==> src/rtl/a20_gate_pkg.sv <==
package a20_gate_pkg;

  // Classification of one clock's host write activity.
  typedef enum logic [1:0] {
    EV_NONE      = 2'd0,
    EV_ARM       = 2'd1,
    EV_CMD_OTHER = 2'd2,
    EV_DATA      = 2'd3
  } a20_event_e;

  localparam int unsigned GATE_RESET_VAL = 1;

endpackage

==> src/rtl/a20_event_classify.sv <==
module a20_event_classify
  import a20_gate_pkg::*;
#(
  parameter int unsigned        DATA_W   = 8,
  parameter logic [DATA_W-1:0]  ARM_CODE = 8'hD1
) (
  input  logic              beat,
  input  logic              is_cmd,
  input  logic [DATA_W-1:0] byte_in,
  input  logic              enable,
  output a20_event_e        event_o
);

  always_comb begin
    event_o = EV_NONE;
    if (beat && enable) begin
      if (!is_cmd) begin
        event_o = EV_DATA;
      end else if (byte_in == ARM_CODE) begin
        event_o = EV_ARM;
      end else begin
        event_o = EV_CMD_OTHER;
      end
    end
  end

endmodule

==> src/rtl/a20_arm_tracker.sv <==
module a20_arm_tracker
  import a20_gate_pkg::*;
(
  input  logic       clk,
  input  logic       rst_n,
  input  logic       enable,
  input  a20_event_e event_i,
  output logic       armed
);

  logic armed_nxt;

  always_comb begin
    armed_nxt = armed;
    if (!enable) begin
      armed_nxt = 1'b0;
    end else begin
      unique case (event_i)
        EV_ARM:       armed_nxt = 1'b1;
        EV_CMD_OTHER: armed_nxt = 1'b0;
        EV_DATA:      armed_nxt = 1'b0;
        default:      armed_nxt = armed;
      endcase
    end
  end

  always_ff @(posedge clk) begin
    if (!rst_n) armed <= 1'b0;
    else        armed <= armed_nxt;
  end

endmodule

==> src/rtl/a20_gate_state.sv <==
module a20_gate_state
  import a20_gate_pkg::*;
#(
  parameter int unsigned DATA_W   = 8,
  parameter int unsigned GATE_BIT = 1
) (
  input  logic              clk,
  input  logic              rst_n,
  input  logic              enable,
  input  logic              armed,
  input  a20_event_e        event_i,
  input  logic [DATA_W-1:0] byte_in,
  output logic              gate_q
);

  localparam logic RESET_BIT = 1'(GATE_RESET_VAL);

  logic gate_nxt;
  logic load;

  assign load = (event_i == EV_DATA) && armed;

  always_comb begin
    gate_nxt = gate_q;
    if (!enable)   gate_nxt = RESET_BIT;
    else if (load) gate_nxt = byte_in[GATE_BIT];
  end

  always_ff @(posedge clk) begin
    if (!rst_n) gate_q <= RESET_BIT;
    else        gate_q <= gate_nxt;
  end

endmodule

==> src/rtl/a20_gate_ctl.sv <==
module a20_gate_ctl
  import a20_gate_pkg::*;
#(
  parameter int unsigned       DATA_W   = 8,
  parameter logic [DATA_W-1:0] ARM_CODE = 8'hD1,
  parameter int unsigned       GATE_BIT = 1
) (
  input  logic              clk,
  input  logic              rst_n,
  input  logic              wr_valid,
  output logic              wr_ready,
  input  logic              wr_is_cmd,
  input  logic [DATA_W-1:0] wr_byte,
  input  logic              fast_en,
  input  logic              pin_dir_out,
  input  logic              fw_gate,
  output logic              gate_out,
  output logic              gate_oe
);

  a20_event_e ev;
  logic       armed;
  logic       gate_state;
  logic       beat;

  assign wr_ready = 1'b1;
  assign beat     = wr_valid && wr_ready;

  a20_event_classify #(
    .DATA_W   (DATA_W),
    .ARM_CODE (ARM_CODE)
  ) u_classify (
    .beat    (beat),
    .is_cmd  (wr_is_cmd),
    .byte_in (wr_byte),
    .enable  (fast_en),
    .event_o (ev)
  );

  a20_arm_tracker u_arm (
    .clk     (clk),
    .rst_n   (rst_n),
    .enable  (fast_en),
    .event_i (ev),
    .armed   (armed)
  );

  a20_gate_state #(
    .DATA_W   (DATA_W),
    .GATE_BIT (GATE_BIT)
  ) u_gate (
    .clk     (clk),
    .rst_n   (rst_n),
    .enable  (fast_en),
    .armed   (armed),
    .event_i (ev),
    .byte_in (wr_byte),
    .gate_q  (gate_state)
  );

  assign gate_out = fast_en ? gate_state : fw_gate;
  assign gate_oe  = pin_dir_out;

endmodule

==> config.mk <==
export PLATFORM = sky130hd
export DESIGN_NAME = a20_gate_ctl
export DESIGN_NICKNAME = d
export VERILOG_FILES = /design/src/rtl/a20_gate_pkg.sv /design/src/rtl/a20_event_classify.sv /design/src/rtl/a20_arm_tracker.sv /design/src/rtl/a20_gate_state.sv /design/src/rtl/a20_gate_ctl.sv
export SDC_FILE = /design/constraint.sdc
export NUM_CORES = 1
export LEC_CHECK = 0
export BUFFER_PORTS_ARGS = -buffer_cell sky130_fd_sc_hd__buf_2
export CORE_AREA = 2 2 39 41
export DETAILED_ROUTE_END_ITERATION = 10
export DIE_AREA = 0 0 41 43
export HOLD_SLACK_MARGIN = 0.15
export SLEW_MARGIN = 20
export SYNTH_ARGS = -nofsm -noshare
export SYNTH_HDL_FRONTEND = slang
export SYNTH_HIERARCHICAL = 1
export SYNTH_SLANG_ARGS = --single-unit
==> constraint.sdc <==
create_clock -name clk -period 1.9 [get_ports clk]
set_input_delay 0.475 -clock clk [delete_from_list [all_inputs] [get_ports clk]]
set_output_delay 0.475 -clock clk [all_outputs]
set_load 0.02 [all_outputs]
==> flow_metrics.py <==
metrics = {
    "timing": {
        "finClkSkew_ns": 0.00186,
        "setup_viol": 0,
        "fin_crit_sh_pct": 81.0,
        "max_freq_mhz": 649,
        "finalHoldViolCount": 0,
        "min_period_ns": 1.54,
        "fin_setup_tns_ns": 0,
        "final-max-slew-violation-count": 0,
        "rsz0062_at_grt": "no",
    },
    "worst_hold_path": {
        "hold_start": "rst_n",
        "holdPathEnd": "u_gate/gate_q$_SDFFE_PN1P_",
        "min_path_type": "primary input to register",
        "whs_path_depth": 2,
    },
    "floorplanning": {
        "fp.dieW_microns": 41,
        "io_pins": 18,
        "start_util_pct": 12.2,
        "fp.dieH_microns": 43,
        "die_area_sq_mm": 0.00176,
        "rows": 14,
        "core_sq_mm": 0.00138,
    },
    "clocking": {
        "cts_buffer_depth": 2,
        "htreeDepth": 1,
        "post-cts-setup-buffers": 0,
        "cts_resized": 0,
        "cts_tree": "yes",
        "cts_made_buffers": 3,
        "root_buffer": "clkbuf_4",
        "clk_latency_ns": 0.22,
        "holdBufCountCts": 0,
        "cts.clk_slew.worst_paths_ns": 0.03,
        "cts_sinks": 2,
    },
    "grt": {
        "grt_max_degree": 5,
        "antenna_found_initial": 0,
        "grt_use_total_pct": 4.70,
        "grt_pass1_wl_microns": 552,
        "grt_pass1_vias": 183,
        "grt_overflow": 0,
    },
    "route": {
        "routed_wl_microns": 369,
        "via_count": 190,
        "drt-pass1-iter-count": 2,
        "remaining_drc_errors": 0,
        "drtAntennaViolNets": 0,
        "drt_iter0_markers": 2,
        "drt-wirelength-per-cell_microns": 7.38,
        "viasPerCell": 3.80,
    },
    "setup_path": {
        "cp-end-kind": "primary output",
        "r2r_slack_ns": 1.15,
        "worstReg2RegStart": "u_arm/armed$_SDFFE_PN0P_",
        "worst_setup_path_start_kind": "primary input",
        "worstSetupPathType": "primary input to primary output",
        "worstPathRequired_ns": 1.42,
        "cp_data_arrival_time_ns": 1.06,
        "cp_max_fo": 4,
        "r2r_end": "u_gate/gate_q$_SDFFE_PN1P_",
        "r2r_cells": 2,
    },
    "layout": {
        "num-nets-final": 51,
        "mostFrequentLayoutCells": "buf_2, clkbuf_4, dfxtp_1, nand4_1, inv_1",
        "n_antenna_cell": 0,
        "drive_gt1_share_pct": 67.6,
        "n_fill_cell": 166,
        "fin_util_pct": 19.3,
        "syn2layout_area_growth_pct": 57.8,
        "mostFrequentLayoutCell": "buf_2",
    },
    "synth": {
        "synth_cell_types": 15,
        "syn_area_per_cell_sq_um": 8.89,
        "ys_ff_latch": 2,
        "syn-cell-area_sq_um": 169,
        "syn-num-nets": 34,
        "yosysSeqAreaShare_pct": 23.7,
        "synthCells": 19,
        "ys_warn_count": 6,
    },
    "placement": {
        "hpwl_microns": 325,
        "portBuffers": 14,
        "place.gp.congestion": 0.571,
    },
    "status": {
        "outcome": "finished, final reports clean",
    },
    "power_and_ir_drop": {
        "peakVddDrop_uv": 131,
        "leakage_nw": 0.136,
        "power_density_mw_per_mm2": 610,
    },
    "job": {
        "cap_violations": 0,
    },
}
worst max-delay path, stage by stage:
cell    delay [ns]
buf_2         0.13
mux2_4        0.30
buf_2         0.16
cell type report:
class | count | area [sq um] | share of cell area, %
clock buffers | 3 | 22.5 | 8.45
inverters | 2 | 7.51 | 2.82
multi-input cells | 13 | 106 | 39.9
flip-flops and latches | 2 | 40.0 | 15.0
well taps | 16 | 20.0 | 7.51
repair buffers | 14 | 70.1 | 26.3
cells by family after synthesis:
group	count (synthesis)	share of synthesized area (%)
buffers and inverters	4	13.3
AND/OR/NAND/NOR	7	26.7
other	1	2.22
AO/OA/AOI/OAI	4	25.2
flip-flops	2	23.7
multiplexers	1	8.89
layer usage:
layer / up-vias / wire (microns) / GRT usage (%)
li1: 97 / - / -
met1: 81 / 107 / 3.18
met2: 12 / 204 / 8.75
met3: 0 / 56 / 1.57
met4: 0 / 0 / 4.00
met5: - / 0 / 0
how the worst max path moves through the flow:
| stage | startpoint | endpoint | slack (ns) | depth (start not counted) |
|---|---|---|---|---|
| floorplan | wr_byte[5] | u_gate/gate_q$_SDFFE_PN1P_ | 0.41 | 5 |
| global placement | wr_byte[1] | u_gate/gate_q$_SDFFE_PN1P_ | 0.25 | 6 |
| detailed placement | wr_byte[1] | u_gate/gate_q$_SDFFE_PN1P_ | 0.21 | 6 |
| CTS | fast_en | gate_out | 0.35 | 3 |
| global route | fast_en | gate_out | 0.32 | 3 |
| finish | fast_en | gate_out | 0.36 | 3 |
power breakdown:
group / internal (mW) / switching, mW / leakage (nW)
clock network: 0.0695 / 0.0221 / 0.0138
logic: 0.0155 / 0.0124 / 0.106
registers: 0.0427 / 0.000301 / 0.0162
total: 0.128 / 0.0347 / 0.136
synthesized netlist by cell type (all sizes together):
library cell,instances,area share (%)
a21oi,1,3.0
and3,1,3.7
and4bb,1,7.4
buf,2,8.9
conb,1,2.2
dfxtp,2,24
inv,2,4.4
mux2,1,8.9
nand2,1,2.2
nand4,2,7.4
nor2,2,5.9
o2111ai,1,8.9
o211ai,1,7.4
o21ba,1,5.9
stage by stage:
stage,cells,hold WS [ns],setup WS (ns),power [mW],instance area (sq um)
finish,50,0.459,0.360,0.163,267
global route,50,0.455,0.325,0.178,267
CTS,50,0.452,0.353,0.169,267
detailed placement,47,0.537,0.206,0.0719,244
global placement,47,0.523,0.246,0.0716,244
floorplan,19,0.511,0.406,0.0598,169
flip-flops by register name, indices dropped and copies added, names as in the netlist:
register and count:
u_gate/gate_q 1, u_arm/armed 1
(Power assumes the default switching activity.)
